## src/rtl/exc_pkg.sv

```systemverilog
package exc_pkg;
  localparam int unsigned XLEN = 32;
  localparam int unsigned IDX_W = 5;
  localparam logic [XLEN-1:0] CODE_UNDEF = 32'd40;
  localparam logic [XLEN-1:0] CODE_OVF   = 32'd48;
  localparam logic [IDX_W-1:0] IDX_CAUSE = 5'd13;
  localparam logic [IDX_W-1:0] IDX_EPC   = 5'd14;
endpackage

```

## src/rtl/exc_detect.sv

```systemverilog
module exc_detect
  import exc_pkg::*;
(
  input  logic            op_legal,
  input  logic            ovf_check,
  input  logic            alu_ovf,
  output logic            take,
  output logic [XLEN-1:0] code
);
  logic ovf_hit;

  always_comb begin
    ovf_hit = op_legal & ovf_check & alu_ovf;
    take    = ~op_legal | ovf_hit;
    // undefined decode outranks overflow
    code    = (~op_legal) ? CODE_UNDEF : CODE_OVF;
  end
endmodule

```

## src/rtl/exc_c0regs.sv

```systemverilog
module exc_c0regs
  import exc_pkg::*;
(
  input  logic             clk,
  input  logic             rst,
  input  logic             take,
  input  logic [XLEN-1:0]  code,
  input  logic [XLEN-1:0]  fault_pc,
  input  logic [IDX_W-1:0] sel,
  output logic [XLEN-1:0]  cause_q,
  output logic [XLEN-1:0]  epc_q,
  output logic [XLEN-1:0]  rdata
);
  always_ff @(posedge clk) begin
    if (rst) begin
      cause_q <= '0;
      epc_q   <= '0;
    end else if (take) begin
      cause_q <= code;
      epc_q   <= fault_pc;
    end
  end

  always_comb begin
    unique case (sel)
      IDX_CAUSE: rdata = cause_q;
      IDX_EPC:   rdata = epc_q;
      default:   rdata = '0;
    endcase
  end

  AST_HOLD_REGS: assert property (@(posedge clk) disable iff (rst)
    !take |=> ($stable(cause_q) && $stable(epc_q)));
  AST_EPC_FAULT: assert property (@(posedge clk) disable iff (rst)
    take |=> (epc_q == $past(fault_pc)));
endmodule

```

## src/rtl/exc_pcsel.sv

```systemverilog
module exc_pcsel
  import exc_pkg::*;
#(
  parameter logic [XLEN-1:0] HANDLER = 32'h8000_0180
) (
  input  logic            take,
  input  logic [XLEN-1:0] seq_pc,
  input  logic            rf_we_req,
  input  logic            dm_we_req,
  output logic [XLEN-1:0] pc_next,
  output logic            rf_we,
  output logic            dm_we
);
  always_comb begin
    pc_next = take ? HANDLER : seq_pc;
    rf_we   = rf_we_req & ~take;
    dm_we   = dm_we_req & ~take;
  end
endmodule

```

## src/rtl/exc_unit.sv

```systemverilog
module exc_unit
  import exc_pkg::*;
#(
  parameter logic [31:0] HANDLER = 32'h8000_0180
) (
  input  logic        clk,
  input  logic        rst,
  input  logic [31:0] cur_pc,
  input  logic [31:0] seq_pc,
  input  logic        op_legal,
  input  logic        ovf_check,
  input  logic        alu_ovf,
  input  logic [4:0]  c0_sel,
  input  logic        rf_we_req,
  input  logic        dm_we_req,
  output logic [31:0] pc_next,
  output logic [31:0] c0_rdata,
  output logic        rf_we,
  output logic        dm_we,
  output logic        trap
);
  logic [XLEN-1:0] code;
  logic [XLEN-1:0] cause_q;
  logic [XLEN-1:0] epc_q;

  exc_detect u_det (
    .op_legal(op_legal), .ovf_check(ovf_check), .alu_ovf(alu_ovf),
    .take(trap), .code(code)
  );

  exc_c0regs u_regs (
    .clk(clk), .rst(rst), .take(trap), .code(code), .fault_pc(cur_pc),
    .sel(c0_sel), .cause_q(cause_q), .epc_q(epc_q), .rdata(c0_rdata)
  );

  exc_pcsel #(.HANDLER(HANDLER)) u_pc (
    .take(trap), .seq_pc(seq_pc), .rf_we_req(rf_we_req),
    .dm_we_req(dm_we_req), .pc_next(pc_next), .rf_we(rf_we), .dm_we(dm_we)
  );

  AST_UNDEF_CODE: assert property (@(posedge clk) disable iff (rst)
    !op_legal |=> (cause_q == CODE_UNDEF));
  AST_OVF_CODE: assert property (@(posedge clk) disable iff (rst)
    (op_legal && ovf_check && alu_ovf) |=> (cause_q == CODE_OVF));
  AST_REDIRECT: assert property (@(posedge clk) disable iff (rst)
    (!op_legal || (ovf_check && alu_ovf)) |-> (pc_next == HANDLER));
  AST_SQUASH: assert property (@(posedge clk) disable iff (rst)
    (!op_legal || (ovf_check && alu_ovf)) |-> (!rf_we && !dm_we));
  AST_NO_SPURIOUS: assert property (@(posedge clk) disable iff (rst)
    (op_legal && !ovf_check) |-> (!trap && pc_next == seq_pc));
endmodule

```

## config.mk

```make
export PLATFORM = sky130hd
export DESIGN_NAME = exc_unit
export DESIGN_NICKNAME = d
export VERILOG_FILES = /design/src/rtl/exc_pkg.sv /design/src/rtl/exc_detect.sv /design/src/rtl/exc_c0regs.sv /design/src/rtl/exc_pcsel.sv /design/src/rtl/exc_unit.sv
export SDC_FILE = /design/constraint.sdc
export NUM_CORES = 1
export LEC_CHECK = 0
export ABC_AREA = 1
export CAP_MARGIN = 20
export CORE_AREA = 5 5 87 89
export DETAILED_ROUTE_END_ITERATION = 10
export DIE_AREA = 0 0 92 94
export HOLD_SLACK_MARGIN = 0.05
export PLACE_DENSITY = 0.75
export SYNTH_ARGS = -nofsm -noshare
export SYNTH_HDL_FRONTEND = slang
export SYNTH_SLANG_ARGS = --single-unit
```

## constraint.sdc

```tcl
create_clock -name clk -period 1.2 [get_ports clk]
set_clock_uncertainty 0.15 [all_clocks]
set_input_delay 0.24 -clock clk [delete_from_list [all_inputs] [get_ports clk]]
set_output_delay 0.24 -clock clk [all_outputs]
set_load 0.005 [all_outputs]
```

==> metrics.json <==
{
  "synth_fp_nets": 415,
  "path_clk_slew_ns": 0.07,
  "required_arrival_time_at_the_worst_endpoint_ns": 0.81,
  "synthesis.area_um2": 2020,
  "grt_setup_unrepaired": "yes",
  "rr_endpoint": "u_regs.epc_q[9]",
  "timing.critical_path.from": "c0_sel[3]",
  "io_buffer_count": 142,
  "routedWlPerCell_um": 13.8,
  "dpl_worst_slack_ns": -1.11,
  "postCtsHoldBufs": 0,
  "failed_checks": "negative setup slack",
  "power_density_nw_per_um2": 745,
  "post-route-min-period_ns": 1.49,
  "clock.fmax_ghz": 0.671,
  "route.detailed.vias_per_inst": 4.48,
  "boundaryPins": 143,
  "seq_area_frac_synth": 0.346,
  "effective_utilization_at_floorplan": 0.303,
  "critPathLaunchType": "primary input",
  "tightestPinTransition_ns": 0.462,
  "yosys_warnings": 0,
  "grt_max_degree": 67,
  "die_width_um": 92,
  "synthDistinctLibCells": 16,
  "critPathArrivalTime_ns": 1.10,
  "clock_path_buffers": 2,
  "total_power_mw": 3.20,
  "clock_latency_ns": 0.28,
  "via_count": 2662,
  "cts_root_buffer": "clkbuf_8",
  "outcome": "complete, but fails checks",
  "core_area_um2": 6680,
  "globalRouteOverflowTotal": 0,
  "finalNetCount": 589,
  "share_of_post_route_cells_with_drive_strength_above_1": 0.401,
  "grt_pass1_vias": 2553,
  "totalWireLength_mm": 8.21,
  "cts_made_buffers": 5,
  "cts_num_sinks": 35,
  "headroom_to_the_max_slew_limit": 0.692,
  "timing.critical_path.fanout_max": 8,
  "synth.avg_cell_area_um2": 5.97,
  "peakVddDrop_v": 0.000497,
  "floorplan.die_area_um2": 8650,
  "initial_antenna_violation_count": 0,
  "hold_viol": 0,
  "timing.reg2reg.setup_slack_ns": 0.20,
  "initialDrtViolationCount": 95,
  "critical_path.endpoint_type": "primary output",
  "rr_worst_depth": 5,
  "crit-reg2reg-launch": "u_regs.epc_q[9]",
  "max_cap_viol_count": 0,
  "post-route-drc-count": 0,
  "postSynthRegisterBits": 35,
  "drv_slew": 0,
  "netlist_instances": 339,
  "antenna_left": 0,
  "grt_pass1_wl_mm": 12.1,
  "detailedPlacementHpwl_mm": 5.07,
  "tritoncts": "done",
  "area.growth.synth_to_final_pct": 112,
  "diodes": 0,
  "layout_setup_ws_ns": -0.291,
  "die_height_um": 94,
  "grt_util_all_layers": 0.171,
  "setup_viol_count_final": 67,
  "hold_class": "register to register",
  "h-tree-depth": 2,
  "fp-row-count": 30,
  "gp_congestion": 0.741,
  "crit_path_end": "c0_rdata[21]",
  "p_leak_nw": 2.15,
  "detailedRoute.firstPassIterationCount": 4,
  "worst_path_class_setup": "primary input to primary output",
  "finalCritPeriodShare": 1.24
}
==> power by group <==
group          switching, mW  internal [mW]  leakage [nW]
Clock                  0.423          0.408        0.0422
Sequential            0.0271           1.25         0.293
Combinational          0.499          0.590          1.81
==> logic make-up after synthesis <==
logic type,count (synthesis),synth area share
AND/OR/NAND/NOR,178,0.373
buffers and inverters,91,0.194
flip-flops,35,0.346
AO/OA/AOI/OAI,35,0.0865
==> cells in the final DEF, fill, tap and decap left out, types with 6 or more instances in the layout <==
cell type        netlist  routed
inv_1                 67      62
buf_2                  8      59
clkdlybuf4s50_1        0      57
nor2_4                 0      50
nor2_1                84      38
nand2_1               40      37
nand3_1               38      35
a21oi_1               34      34
dfxtp_1               35      29
buf_6                  3      27
buf_4                  5      17
buf_12                 0      10
nor2_2                12       8
inv_2                  1       6
buf_8                  0       6
dfxtp_2                0       6
==> metrics by stage <==
step            util  hold WS (ns)  TNS (ns)  instances  cell area (µm²)
2_1_floorplan      -         0.159    -0.165        339             2110
3_3_place_gp   0.553         0.285    -81.82        556             3690
3_5_place_dp   0.553         0.285    -83.34        556             3690
4_1_cts        0.584         0.292    -13.45        587             3900
5_1_grt        0.643         0.337    -17.79        594             4300
6_report       0.643         0.294    -15.23        594             4300
==> sequential cells by signal, summed over array words and instances (netlist names) <==
signal and count:
u_regs.epc_q 32, u_regs.cause_q 3
==> cells in the mapped netlist <==
cell | instances | area share
buf_4 | 5 | 0.019
nor2_2 | 12 | 0.037
buf_1 | 4 | 0.0074
nand3_1 | 38 | 0.094
nand2_1 | 40 | 0.074
buf_6 | 3 | 0.017
dfxtp_1 | 35 | 0.35
o21ai_1 | 1 | 0.0025
a21oi_1 | 34 | 0.084
inv_1 | 67 | 0.12
nand2_2 | 1 | 0.0031
or2_1 | 3 | 0.0093
buf_2 | 8 | 0.020
inv_2 | 1 | 0.0019
clkbuf_1 | 3 | 0.0056
nor2_1 | 84 | 0.16
==> worst min-delay path by stage <==
stage	cells after the start	from	end
5_1_grt	2	u_regs.cause_q[4]	u_regs.cause_q[4]
6_report	2	u_regs.cause_q[4]	u_regs.cause_q[4]
3_3_place_gp	2	u_regs.cause_q[4]	u_regs.cause_q[4]
4_1_cts	2	u_regs.cause_q[4]	u_regs.cause_q[4]
3_5_place_dp	2	u_regs.cause_q[4]	u_regs.cause_q[4]
2_1_floorplan	1	rst	u_regs.cause_q[3]
==> what timing repair did <==
| action | 4_1_cts | 5_1_grt |
|---|---|---|
| gates resized for setup | 362 | 92 |
| gates cloned | 4 | 0 |
| setup buffers | 19 | 8 |
| pin swaps | 22 | 14 |
| endpoints found under the setup margin | 101 | 100 |
==> metal layers <==
layer / track usage / wire, µm
met5: 0 / 0
met4: 0.0495 / 112
met3: 0.0625 / 855
met2: 0.304 / 4150
met1: 0.192 / 3090
==> worst max-delay path: stages <==
cell and delay (ns):
buf_8 0.08, nand2_8 0.05, nor2_4 0.14, nand2_4 0.11
buf_12 0.16, buf_8 0.13, nor2_1 0.07, buf_2 0.12
==> layout make-up <==
class,instances,area (µm²)
flip-flops and latches,35,708
clock inverters,1,5.00
well taps,80,100
clock buffers,7,76.3
fillers,581,2380
repair buffers,190,1800
inverters,68,255
multi-input cells,213,1350
No activity file was read; power rests on OpenSTA's default activity.
